**src/rtl/dcc_pkg.sv**
```systemverilog
package dcc_pkg;

    localparam int DATA_W    = 32;
    localparam int NUM_FLAGS = 6;

    localparam int OFS_CTRL = 'h00;
    localparam int OFS_STAT = 'h04;
    localparam int OFS_CUR  = 'h08;
    localparam int OFS_NEXT = 'h24;

    localparam int BIT_EN   = 0;
    localparam int BIT_APP  = 1;
    localparam int BIT_BUSY = 13;

    // flag index: 0 eot, 1 eoc, 2 parity, 3 memctl, 4 tgt abort, 5 mst abort
    localparam int FLAG_POS [NUM_FLAGS] = '{12, 11, 9, 5, 4, 3};

    typedef enum logic [2:0] {
        SEL_NONE,
        SEL_CTRL,
        SEL_STAT,
        SEL_CUR,
        SEL_NEXT
    } reg_sel_e;

    typedef struct packed {
        logic app;
        logic en;
    } ctrl_t;

    typedef struct packed {
        logic start;
        logic stop;
    } eng_cmd_t;

    function automatic reg_sel_e decode_addr(logic [31:0] a);
        case (a)
            32'(OFS_CTRL): return SEL_CTRL;
            32'(OFS_STAT): return SEL_STAT;
            32'(OFS_CUR):  return SEL_CUR;
            32'(OFS_NEXT): return SEL_NEXT;
            default:       return SEL_NONE;
        endcase
    endfunction

endpackage

```
**src/rtl/dcc_ctrl.sv**
```systemverilog
module dcc_ctrl
    import dcc_pkg::*;
(
    input  logic              clk,
    input  logic              rst,
    input  logic              wr_ctrl,
    input  logic [1:0]        wr_bits,
    input  logic              wr_next,
    input  logic [DATA_W-1:0] wdata,
    output ctrl_t             ctrl,
    output eng_cmd_t          cmd,
    output logic [DATA_W-1:0] next_desc
);

    always_ff @(posedge clk) begin
        if (rst) begin
            ctrl <= '0;
            cmd  <= '0;
        end else if (wr_ctrl) begin
            ctrl.en   <= wr_bits[BIT_EN];
            ctrl.app  <= wr_bits[BIT_APP];
            cmd.start <= wr_bits[BIT_EN] & ~ctrl.en;
            cmd.stop  <= ~wr_bits[BIT_EN] & ctrl.en;
        end else begin
            ctrl.app <= 1'b0;
            cmd      <= '0;
        end
    end

    always_ff @(posedge clk) begin
        if (rst)
            next_desc <= '0;
        else if (wr_next)
            next_desc <= wdata;
    end

    AST_START_ENABLED: assert property (@(posedge clk) disable iff (rst)
        cmd.start |-> ctrl.en);
    AST_START_FROM_WRITE: assert property (@(posedge clk) disable iff (rst)
        cmd.start |-> $past(wr_ctrl));
    AST_STOP_DISABLED: assert property (@(posedge clk) disable iff (rst)
        cmd.stop |-> !ctrl.en);
    AST_APPEND_SELF_CLEAR: assert property (@(posedge clk) disable iff (rst)
        (ctrl.app && !(wr_ctrl && wr_bits[BIT_APP])) |=> !ctrl.app);
    AST_NEXT_STABLE: assert property (@(posedge clk) disable iff (rst)
        !wr_next |=> $stable(next_desc));

endmodule

```
**src/rtl/dcc_status.sv**
```systemverilog
module dcc_status
    import dcc_pkg::*;
(
    input  logic                 clk,
    input  logic                 rst,
    input  logic [NUM_FLAGS-1:0] ev,
    input  logic [NUM_FLAGS-1:0] clr,
    output logic [NUM_FLAGS-1:0] flags,
    output logic                 irq
);

    for (genvar i = 0; i < NUM_FLAGS; i++) begin : g_flag
        always_ff @(posedge clk) begin
            if (rst)
                flags[i] <= 1'b0;
            else if (ev[i])
                flags[i] <= 1'b1;
            else if (clr[i])
                flags[i] <= 1'b0;
        end

        AST_FLAG_SET: assert property (@(posedge clk) disable iff (rst)
            ev[i] |=> flags[i]);
        AST_SET_BEATS_CLEAR: assert property (@(posedge clk) disable iff (rst)
            (ev[i] && clr[i]) |=> flags[i]);
        AST_FLAG_HOLD: assert property (@(posedge clk) disable iff (rst)
            (flags[i] && !clr[i]) |=> flags[i]);
        AST_FLAG_CLEAR: assert property (@(posedge clk) disable iff (rst)
            (clr[i] && !ev[i]) |=> !flags[i]);
    end

    assign irq = |flags;

    AST_IRQ_CAUSE: assert property (@(posedge clk) disable iff (rst)
        $rose(irq) |-> $past(|ev));

endmodule

```
**src/rtl/dcc_rdmux.sv**
```systemverilog
module dcc_rdmux
    import dcc_pkg::*;
(
    input  reg_sel_e             sel,
    input  ctrl_t                ctrl,
    input  logic [NUM_FLAGS-1:0] flags,
    input  logic                 busy,
    input  logic [DATA_W-1:0]    cur_desc,
    input  logic [DATA_W-1:0]    next_desc,
    output logic [DATA_W-1:0]    rdata
);

    always_comb begin
        rdata = '0;
        case (sel)
            SEL_CTRL: begin
                rdata[BIT_EN]  = ctrl.en;
                rdata[BIT_APP] = ctrl.app;
            end
            SEL_STAT: begin
                rdata[BIT_BUSY] = busy;
                for (int i = 0; i < NUM_FLAGS; i++)
                    rdata[FLAG_POS[i]] = flags[i];
            end
            SEL_CUR:  rdata = cur_desc;
            SEL_NEXT: rdata = next_desc;
            default:  rdata = '0;
        endcase
    end

endmodule

```
**src/rtl/dma_chan_csr.sv**
```systemverilog
module dma_chan_csr
    import dcc_pkg::*;
#(
    parameter int ADDR_W = 6
) (
    input  logic              clk,
    input  logic              rst,
    input  logic              host_wr,
    input  logic [ADDR_W-1:0] host_addr,
    input  logic [31:0]       host_wdata,
    output logic [31:0]       host_rdata,
    output logic              eng_start,
    output logic              eng_stop,
    output logic              eng_append,
    output logic [31:0]       eng_next_desc,
    input  logic [31:0]       eng_cur_desc,
    input  logic              eng_busy,
    input  logic              eng_eot,
    input  logic              eng_eoc,
    input  logic              eng_err_parity,
    input  logic              eng_err_memctl,
    input  logic              eng_err_tgt_abort,
    input  logic              eng_err_mst_abort,
    output logic              irq
);

    reg_sel_e             sel;
    ctrl_t                ctrl;
    eng_cmd_t             cmd;
    logic [NUM_FLAGS-1:0] ev;
    logic [NUM_FLAGS-1:0] clr;
    logic [NUM_FLAGS-1:0] flags;
    logic                 wr_stat;

    assign sel     = decode_addr(32'(host_addr));
    assign wr_stat = host_wr && (sel == SEL_STAT);
    assign ev      = {eng_err_mst_abort, eng_err_tgt_abort, eng_err_memctl,
                      eng_err_parity, eng_eoc, eng_eot};

    for (genvar i = 0; i < NUM_FLAGS; i++) begin : g_clr
        assign clr[i] = wr_stat & host_wdata[FLAG_POS[i]];
    end

    dcc_ctrl u_ctrl (
        .clk       (clk),
        .rst       (rst),
        .wr_ctrl   (host_wr && (sel == SEL_CTRL)),
        .wr_bits   (host_wdata[1:0]),
        .wr_next   (host_wr && (sel == SEL_NEXT)),
        .wdata     (host_wdata),
        .ctrl      (ctrl),
        .cmd       (cmd),
        .next_desc (eng_next_desc)
    );

    dcc_status u_status (
        .clk   (clk),
        .rst   (rst),
        .ev    (ev),
        .clr   (clr),
        .flags (flags),
        .irq   (irq)
    );

    dcc_rdmux u_rdmux (
        .sel       (sel),
        .ctrl      (ctrl),
        .flags     (flags),
        .busy      (eng_busy),
        .cur_desc  (eng_cur_desc),
        .next_desc (eng_next_desc),
        .rdata     (host_rdata)
    );

    assign eng_start  = cmd.start;
    assign eng_stop   = cmd.stop;
    assign eng_append = ctrl.app;

    AST_PULSES_EXCLUSIVE: assert property (@(posedge clk) disable iff (rst)
        !(eng_start && eng_stop));

endmodule

```
**config.mk**
```make
export PLATFORM = sky130hd
export DESIGN_NAME = dma_chan_csr
export DESIGN_NICKNAME = d
export VERILOG_FILES = /design/src/rtl/dcc_pkg.sv /design/src/rtl/dcc_ctrl.sv /design/src/rtl/dcc_status.sv /design/src/rtl/dcc_rdmux.sv /design/src/rtl/dma_chan_csr.sv
export SDC_FILE = /design/constraint.sdc
export NUM_CORES = 1
export LEC_CHECK = 0
export ABC_AREA = 0
export BUFFER_PORTS_ARGS = -buffer_cell sky130_fd_sc_hd__buf_2
export CAP_MARGIN = 20
export CORE_MARGIN = 3
export CORE_UTILIZATION = 35
export DETAILED_ROUTE_END_ITERATION = 16
export HOLD_SLACK_MARGIN = 0.1
export PLACE_DENSITY = 0.68
export SETUP_SLACK_MARGIN = 0.4
export SLEW_MARGIN = 20
export SYNTH_ARGS = -nofsm -noshare
export SYNTH_HDL_FRONTEND = slang
export SYNTH_SLANG_ARGS = --single-unit
export TNS_END_PERCENT = 50
```
**constraint.sdc**
```tcl
create_clock -name clk -period 1.45 [get_ports clk]
set_input_delay 0.0725 -clock clk [delete_from_list [all_inputs] [get_ports clk]]
set_output_delay 0.0725 -clock clk [all_outputs]
set_load 0.1 [all_outputs]
```
# Yosys cells after proc, flatten, opt, wreduce, memory -nomap -nowiden
# Cells that the tools add are included.
# op_classes
n_bitwise,11
n_mux,21
reduce_logical,12
n_eq_ne,7
# ops
cell,count
$pmux 18 s2,1
$pmux 3 s3,2
$mux 1,12
$pmux 3 s4,1
$reduce_bool 2->1,6
$and 1x1->1,8
$eq 3x2->1 const B,2
$eq 6x3->1 const B,1
$eq 6x4->1 const B,1
$eq 6x6->1 const B,1
$logic_not 6->1,1
$pmux 2 s3,1
$pmux 3 s2,1
$reduce_or 6->1,1
$pmux 1 s2,2
$eq 3x1->1 const B,1
$eq 3x3->1 const B,1
$logic_and 1x1->1,3
$not 1->1,3
$pmux 1 s3,1
$reduce_or 2->1,1
# word_totals
output_inout_bits,68
input_bits,80
regBits,42
elab_cells,62

# Longest topological paths before layout
# Gate-level depths: netlist of run 1.
# depth
word_depth,7
mapped_depth,5
depth_no_buf,3

# By module
# Synthesis of run 1 repeated with hierarchy kept, for this count alone.
# hier_totals
cells_unflattened,218
area_unflattened_um2,2185.8
# by_module_without_submodules
module,cells_per_inst,n_inst,area_per_inst_um2,seq_area_each_um2
dcc_ctrl,113,1,1295.0,720.7
dcc_rdmux,53,1,476.7,0.0
dcc_status,27,1,224.0,120.1
dma_chan_csr,25,1,190.2,0.0

# Worst setup path after synthesis of run 1
# OpenSTA, ideal clock, no wires.
# synth_path
path_type,register to output
from,"register, netlist name u_ctrl.ctrl[1]"
to,output port host_rdata[1]
t_arrival_ps,2571
stages_incl_launch_ff,3
path_buffers,0
path_slack_ps,-1194
required_ps,1378
cell_sequence,dfxtp_1 -> mux2i_1 -> o2bb2ai_1
# synth_between
elab_chain_cells,1
# synth_lines
element,line,rtl
$pmux 2 s3,dcc_rdmux.sv:15,case (sel)
to (decl),dma_chan_csr.sv:11,"output logic [31:0] host_rdata,"
# Every way passes these cells.

# Final worst setup path of run 1
# layout_path
from,register u_status.flags[1]
to,output port host_rdata[11]
# layout_between
elab_chain_cells,1
# layout_lines
element,line,rtl
from (decl),dcc_status.sv:8,"output logic [NUM_FLAGS-1:0] flags,"
"from (signal, indexed assignment)",dcc_status.sv:15,flags[i] <= 1'b0;
"from (signal, indexed assignment)",dcc_status.sv:17,flags[i] <= 1'b1;
"from (signal, indexed assignment)",dcc_status.sv:19,flags[i] <= 1'b0;
$pmux 3 s3,dcc_rdmux.sv:15,
# Every way passes these cells.

==> impl_summary.md, run 1 <==
Logic synthesis
Counting every instance in the synthesized netlist gives 236. The count of distinct cell types in the synthesized netlist is 24. After Yosys synthesis, XOR and XNOR cells account for 0% of the synthesized area. Of the total synthesized cell area, the portion taken by AND, OR, NAND and NOR gates is 25.49%. For this run, the number of Yosys warnings is 0. In the synthesized netlist the dominant register cell turns out to be sky130_fd_sc_hd__dfxtp_1. The synthesized design spends more area on one cell type than any other, namely sky130_fd_sc_hd__dfxtp_1. The number of enable-type register cells in the synthesized netlist is 0.

The adder-cell share of the synthesized area is 0%. The post-synthesis mux area share is 15.32%. The net count after synthesis is 316.

The number of storage elements in the synthesis netlist is 42. In the synthesized netlist, the cells that appear most often are sky130_fd_sc_hd__nand2b_1 (66), sky130_fd_sc_hd__dfxtp_1 (42), sky130_fd_sc_hd__mux2i_1 (35). After synthesis, the largest family of logic cells by area is simple AND/OR/NAND/NOR gates. The synthesized netlist devotes 14.93% of its cell area to compound gates.

Sequential elements use 36.76% of the synthesized area. The area of the mapped netlist is 2287 um2. The mean instance size in the synthesized netlist is 9.692 um2. Of all flip-flops after synthesis, the portion carrying an async set or reset was 0%. The share of the synthesized area in the top cell type is 36.76%.

In the post-synthesis netlist, the cell with the most instances is sky130_fd_sc_hd__nand2b_1. Sorting the synthesized cells by area gives the leading types as sky130_fd_sc_hd__dfxtp_1 (37%), sky130_fd_sc_hd__nand2b_1 (18%), sky130_fd_sc_hd__mux2i_1 (15%).

Cells and area
At the end of the flow, the number of nets in the layout was 503. From synthesis to final layout, the design area changed by 106.0%. The area taken by multi-input logic gates is 1657 um2.

The area occupied by registers is 892.1 um2. The total of fill cells in the finished design is 372. 0 antenna diodes ended up in the layout. The share of post-route cells with drive strength above 1 is 59.91%. The post-route cell area is 4711 um2.

Critical path
The startpoint identified for the worst register-to-register timing path is u_status.flags[0]$_SDFFE_PP0P_. In this run the worst path has a maximum fanout of 3. The worst path arrival time is 1290 ps. STA classifies the critical path startpoint as a flip-flop. The worst setup path is captured at an output pin. The depth of the most critical reg-to-reg path is 2.

The critical path is of the reg2out type. At the worst endpoint, the required time is 1380 ps. The critical register-to-register path endpoint is u_status.flags[0]$_SDFFE_PP0P_.

The reg-to-reg setup timing slack is 680 ps.

Routing
Summing over every cut layer, the via total after detailed routing is 2525. The number of optimization iterations in the first detailed-route pass is 5. The post-route DRC violation count is 0. The average via count per standard cell is 5.060. The starting DRC count in detailed routing is 58.

The routed length per placed instance is 16.88 um. The total routed wirelength is 8423 um. The post-detailed-route count of antenna-violating nets is 0.

Floorplanning
The die is 86.84 um tall. Pin placement for this block handled 148 I/O pins. Once the floorplan was initialized, standard cells occupied 37.31% of the core.

Measured along the x axis, the die boundary spans 86.84 um. The overall die area is 7541 um2. The floorplan row count is 28.

The core region is 6131 um2.

Flow run
The count of maximum capacitance violations is 0.

Global route
For this run, global-route usage on met3 was measured as 6.654%. The total overflow left after global routing is 0. The layer flagged by global routing as most heavily used is met2. The aggregate global-route resource usage is 22.63%.

For this run, global-route usage on met1 was measured as 25.64%. The number of antenna violations at the first check in global routing is 0. The global-route met2 utilization is 41.55%. The maximum number of pins on one net before global-route repair is 75. The via count of the first global-routing pass came to 2727. The first global-routing pass estimated 13430 um of wire.

CTS
The tree built by TritonCTS fans out to 42 sinks. The clock latency on the worst-skew pair is 280 ps. The root buffer cell chosen for the clock tree is sky130_fd_sc_hd__clkbuf_8. The clock tree synthesis step divided the H-tree into 2 levels. The clock tree from TritonCTS is yes.

The number of buffers inserted during clock tree synthesis is 5. The clock passes through at most 2 buffers. The clock-pin transition on the worst setup and hold timing paths is 80 ps.

Hold path
The cell count of the worst hold path is 3. The type of the tightest min-delay check is in2reg. The worst hold path begins at host_wr. The path with the worst hold slack has its endpoint at u_ctrl.ctrl[1]$_SDFF_PP0_.

Placed design
The congestion estimate from routability-driven global placement came to 0.7419. The quantity of I/O buffers inserted on ports is 147. After legalization and detailed placement, the total HPWL measured 5473 um. The placed cell area is 3981 um2.

Power
The static leakage power is 2.120 nW. In this run the power density over the cells is 521.7 nW/um2. The worst-case IR drop observed on VDD is 0.3673 mV.

STA
The portion of the clock cycle consumed by the worst path in the final layout is 94.00%. Measured against its own limit, the worst slew margin works out to 67.24%. The setup TNS is 0 ps. Setup repair after global routing could not meet its margin everywhere.

The max-slew violation count is 0. The number of failing setup endpoints in the final timing report is 0. The slew of the pin with the lowest slew margin is 494.8 ps. The hold violation count in the final report came to 0. The largest clock skew in the final design is 0.1138 ps.

The minimum clock period is 1363 ps. Derived from the worst setup path, the maximum achievable clock frequency is 0.7337 GHz.

Outcome
The flow ran to the end, and the final reports show no timing, DRC or antenna violations.
-- per-layer routing --
layer	vias to the layer above	share of wire (%)	wire, um
met5	-	0	0
met4	0	0.77	65
met3	6	7.9	663
met2	98	53	4425
met1	1211	39	3269
li1	1210	-	-
-- final cells by class --
class | instances | area share (%)
clock inverter | 1 | 0.1062
sequential | 42 | 18.94
timing repair buffer | 201 | 41.49
inverter | 6 | 0.4781
clock buffer | 7 | 1.833
tap | 75 | 1.992
multi-input combinational | 167 | 35.17
-- critical path, cell delays in order, from the launching register on --
cell	delay, ps
sky130_fd_sc_hd__dfxtp_2	340
sky130_fd_sc_hd__and3_4	160
sky130_fd_sc_hd__a221o_4	340
sky130_fd_sc_hd__buf_12	170
-- placed cells by master (no fill, tap or decap), drive strengths merged, types with 6 or more instances in the layout --
cell type	count
a221o	7
nand2b	66
a22o	23
a311oi	6
clkbuf	7
dlygate4sd3	38
nor2	8
mux2i	35
dfxtp	42
buf	163
inv	6
and3	9
-- power by group --
part	internal [mW]	switching [mW]	leakage [nW]
Sequential	1.17	0.0162	0.359
Combinational	0.266	0.242	1.71
Clock	0.384	0.381	0.0482
-- how the worst max path moves through the flow --
| stage | startpoint | to | slack [ps] | cells past startpoint |
|---|---|---|---|---|
| after floorplan | host_addr[4] | host_rdata[11] | 140 | 5 |
| after global placement | host_addr[2] | host_rdata[11] | 100 | 6 |
| after detailed placement | host_addr[2] | host_rdata[11] | 80 | 6 |
| after CTS | u_status.flags[1]$_SDFFE_PP0P_ | host_rdata[11] | 80 | 3 |
| after global routing | host_addr[5] | host_rdata[10] | 40 | 6 |
| final | u_status.flags[1]$_SDFFE_PP0P_ | host_rdata[11] | 90 | 3 |
-- registers in the layout, summed over array words and instances (netlist names) --
register and cells:
u_ctrl.cmd 2, u_status.flags 6, u_ctrl.ctrl 2, u_ctrl.next_desc 32
-- kinds of logic after synthesis --
kind of cell,count (synthesis)
AOI/OAI and AO/OA,38
buffers and inverters,27
muxes,35
DFF,42
and+or+nand+nor,94
-- timing repair --
item,4_1_cts,5_1_grt
endpoints found under the setup margin,68,89
buffers inserted,5,0
gates cloned,2,0
pin swaps,1,0
resized for setup,24,35
hold buffers,38,0
hold endpoints to repair,42,0
-- metrics by stage --
stage / worst slack [ps] / total power, mW / hold slack (ps) / utilization, % / cells
finish: 87.04 / 2.458 / 175.5 / 76.84 / 499
detailed placement: 77.82 / 1.606 / 275.9 / 64.94 / 446
global route: 44.15 / 2.568 / 213.5 / 76.84 / 499
global placement: 95.19 / 1.595 / 273.1 / 64.94 / 446
floorplan: 136.3 / 1.416 / 149.2 / - / 236
CTS: 83.34 / 2.478 / 162.5 / 75.53 / 499
Note: power is estimated with default switching activity, not from simulation.
==> run 2, diff against run 1 <==
==> constraint.sdc (replaced) <==
create_clock -name clk -period 1.7 [get_ports clk]
set_input_delay 0.085 -clock clk [delete_from_list [all_inputs] [get_ports clk]]
set_output_delay 0.085 -clock clk [all_outputs]
set_load 0.1 [all_outputs]
==> impl_summary.md, run 2 (synthesized netlist as in run 1, its figures left out) <==
Hold path
The hold-critical path endpoint is u_ctrl.ctrl[1]$_SDFF_PP0_. The cell count of the worst hold path is 3 (unchanged). The startpoint identified for the worst hold timing path is host_wr.

The tightest min-delay check is of the in2reg type.

Critical path
STA classifies the critical path startpoint as an input pin. The worst stage delay on the critical path is 430 ps (+90 ps). In this run the critical register-to-register path is captured at u_status.flags[3]$_SDFFE_PP0P_.

The category of the worst setup path capture point is an output pin. The master of the slowest instance on the critical path is sky130_fd_sc_hd__a221o_4. The worst path arrival time is 1330 ps (+40 ps). The maximum fanout count along the critical path is 10 (+7).

The gate family responsible for the most delay along the worst path is buffers and inverters. The depth of the most critical reg-to-reg path is 2 (unchanged). The reg-to-reg setup timing slack is 940 ps (+260 ps). The required time of the critical path is 1620 ps (+240 ps).

The origin of the critical flop-to-flop path is u_status.flags[3]$_SDFFE_PP0P_. The kind of critical path is in2out. The combined buffer and inverter count along the critical path is 3 (+2).

Walking the worst path, the cells encountered are buf_2, nor2b_4, and3_4, buf_4, a221o_4, buf_12.

Cells and area
The number of diodes added for antenna fixing came to 0 (unchanged). The total of fill cells in the finished design was 471 (+27%). The post-route core utilization came to 70.65% (-6.2 points).

The net total in the final layout is 500 (-0.60%). The number of flip-flops in the largest register is 32 (unchanged). The count of non-filler cells in the finished layout is 495 (-0.80%). The growth of design area from synthesis to finish is 89.39%. The largest registers in the layout are u_ctrl.next_desc (32), u_status.flags (6). More flip-flops sit in one register than any other, and that register is u_ctrl.next_desc. Leaving out fill and tap cells, the most frequent cell in the layout is sky130_fd_sc_hd__buf_2. The share of post-route cells with drive strength above 1 is 55.95% (-4.0 points). In the layout the commonest cells are sky130_fd_sc_hd__buf_2 (115), sky130_fd_sc_hd__nand2b_1 (66), sky130_fd_sc_hd__dlygate4sd3_1 (38).

Floorplanning
The floorplan row count is 28 (unchanged). The vertical die dimension was 86.84 um (unchanged). The count of boundary I/O pins is 148 (unchanged). The overall die area is 7541 um2 (unchanged). The die width is 86.84 um (unchanged). The effective utilization at floorplan is 37.31% (unchanged). The area of the placeable core is 6131 um2 (unchanged).

Power
The internal cell power is 1.489 mW (-18%). The maximum VDD drop is 0.2764 mV (-25%). The switching power summed over all nets is 0.5390 mW (-16%).

The share of total power in combinational logic is 20.0% (-0.7 points). The switching power as a share of total power is 26.58% (+0.61 points). The total power divided by cell area was 468.1 nW/um2 (-10%).

The part of the power in the clock network came to 30.4% (-0.7 points). The sequential share of power is 49.6% (+1.4 points). The static leakage power came to 1.968 nW (-7.2%).

Placed design
The quantity of I/O buffers inserted on ports is 147 (unchanged). The total instance count after detailed placement is 447 (+0.22%). The final HPWL from detailed placement is 5594 um (+2.2%). The final estimated routing congestion in global placement is 0.7769 (+4.7%).

Global route
The wire length of the first global-routing pass came to 12290 um (-8.5%). The aggregate global-route resource usage is 20.80% (-1.8 points). The number of antenna violations at the first check in global routing is 0 (unchanged). The final global-route overflow total is 0 (unchanged).

The maximum number of pins on one net before global-route repair was 48 (-36%). The via count of the first global-routing pass is 2602 (-4.6%).

Routing
The via count of the routed design came to 2490 (-1.4%). The total routed wirelength is 7810 um (-7.3%). The number of optimization iterations in the first detailed-route pass is 4 (-1). The post-route DRC violation count was 0 (unchanged).

The routed length per placed instance is 15.78 um (-6.5%). The post-detailed-route count of antenna-violating nets is 0 (unchanged). The starting DRC count in detailed routing is 45 (-22%).

The average via count per standard cell came to 5.030 (-0.59%).

STA
Setup repair after global routing could not meet its margin everywhere. The number of failing setup endpoints in the final timing report is 0 (unchanged). The max-slew violation count is 0 (unchanged). The relative slew slack is 59.29% (-7.9 points). The slew of the pin with the lowest slew margin is 610.6 ps (+115.8 ps). After layout, the worst path uses 83.13% of the clock period. The largest clock skew in the final design is 0.1452 ps (+0.03145 ps). The achievable frequency is 0.7076 GHz. The setup TNS is 0 ps (unchanged). The minimum clock period is 1413 ps. The hold violation count in the final report is 0 (unchanged).

CTS
The maximum clock insertion buffer count is 2 (unchanged). The root buffer cell is sky130_fd_sc_hd__clkbuf_8. The clock tree from TritonCTS is yes. The CTS H-tree depth is 2 (unchanged).

The clock-pin transition on the worst setup and hold timing paths was 70 ps (about the same). The number of buffers inserted during clock tree synthesis is 5 (unchanged). The clock sink count is 42 (unchanged).

The clock latency on the worst-skew pair is 280 ps (about the same).

Outcome
The run finished with clean final reports.

Flow run
The count of maximum capacitance violations was 0 (unchanged).
-- run 2: changes by cell type in the layout (fill, tap and decap cells not counted), moves of 2 or more --
cell	before	now
sky130_fd_sc_hd__buf_16	2	0
sky130_fd_sc_hd__buf_6	14	0
sky130_fd_sc_hd__buf_12	40	36
sky130_fd_sc_hd__dfxtp_2	38	31
sky130_fd_sc_hd__a22o_4	23	9
sky130_fd_sc_hd__a22o_2	0	14
sky130_fd_sc_hd__dfxtp_1	3	10
sky130_fd_sc_hd__and3_1	2	8
sky130_fd_sc_hd__buf_2	100	115
sky130_fd_sc_hd__buf_4	6	9
sky130_fd_sc_hd__and3_4	7	1
-- run 2: routing by layer --
metal,track usage [%],wire length (um)
met4,8.357,148
met1,23.51,3093
met3,5.038,517
met2,37.13,4050
met5,0,0
-- run 2: layout make-up --
class                      instances  area, um2  area share (%)
clock buffer                       6      72.57           1.675
clock inverter                     1      6.256          0.1444
inverter                           6      22.52          0.5199
multi-input combinational        167       1509           34.84
sequential                        42      883.3           20.39
tap                               75      93.84           2.166
timing repair buffer             198       1744           40.27
-- run 2: repair_timing --
item / 4_1_cts / 5_1_grt
endpoints found under the setup margin: 33 / 33
endpoints found under the hold margin: 40 / 0
cloned: 0 / 0
buffers inserted: 3 / 0
pin swaps: 1 / 1
hold buffers: 38 / 0
resized for setup: 1 / 0
-- run 2: worst max path at each step --
stage,from,to,cells past startpoint
5_1_grt,host_addr[4],host_rdata[8],6
3_5_place_dp,host_addr[3],host_rdata[25],6
6_report,host_addr[2],host_rdata[11],6
4_1_cts,host_addr[4],host_rdata[3],6
3_3_place_gp,host_addr[3],host_rdata[27],6
2_1_floorplan,u_ctrl.next_desc[1]$_SDFFE_PP0P_,host_rdata[1],1
-- run 2: worst reg2reg max path, stage by stage, from the launching register on --
cell	delay [ps]
sky130_fd_sc_hd__dfxtp_1	360
sky130_fd_sc_hd__nor2_1	60
sky130_fd_sc_hd__a311oi_1	250
-- run 2: per-stage QoR --
| stage | worst slack, ps | hold slack [ps] | area, um2 | power, mW |
|---|---|---|---|---|
| after floorplan | 238.2 | 161.7 | 2557 | 1.204 |
| after global placement | 194.7 | 282.2 | 3845 | 1.353 |
| after detailed placement | 131.4 | 288.2 | 3845 | 1.360 |
| after CTS | 282.0 | 169.2 | 4332 | 2.043 |
| after global routing | 208.4 | 206.4 | 4332 | 2.127 |
| final | 286.8 | 175.1 | 4332 | 2.028 |
-- run 2: power groups by stage --
stage / Combinational, mW / Clock [mW] / Sequential [mW]
floorplan: 0.155 / 0 / 1.05
global placement: 0.325 / 0 / 1.03
detailed placement: 0.332 / 0 / 1.03
CTS: 0.404 / 0.634 / 1.01
global route: 0.436 / 0.683 / 1.01
finish: 0.406 / 0.616 / 1.01
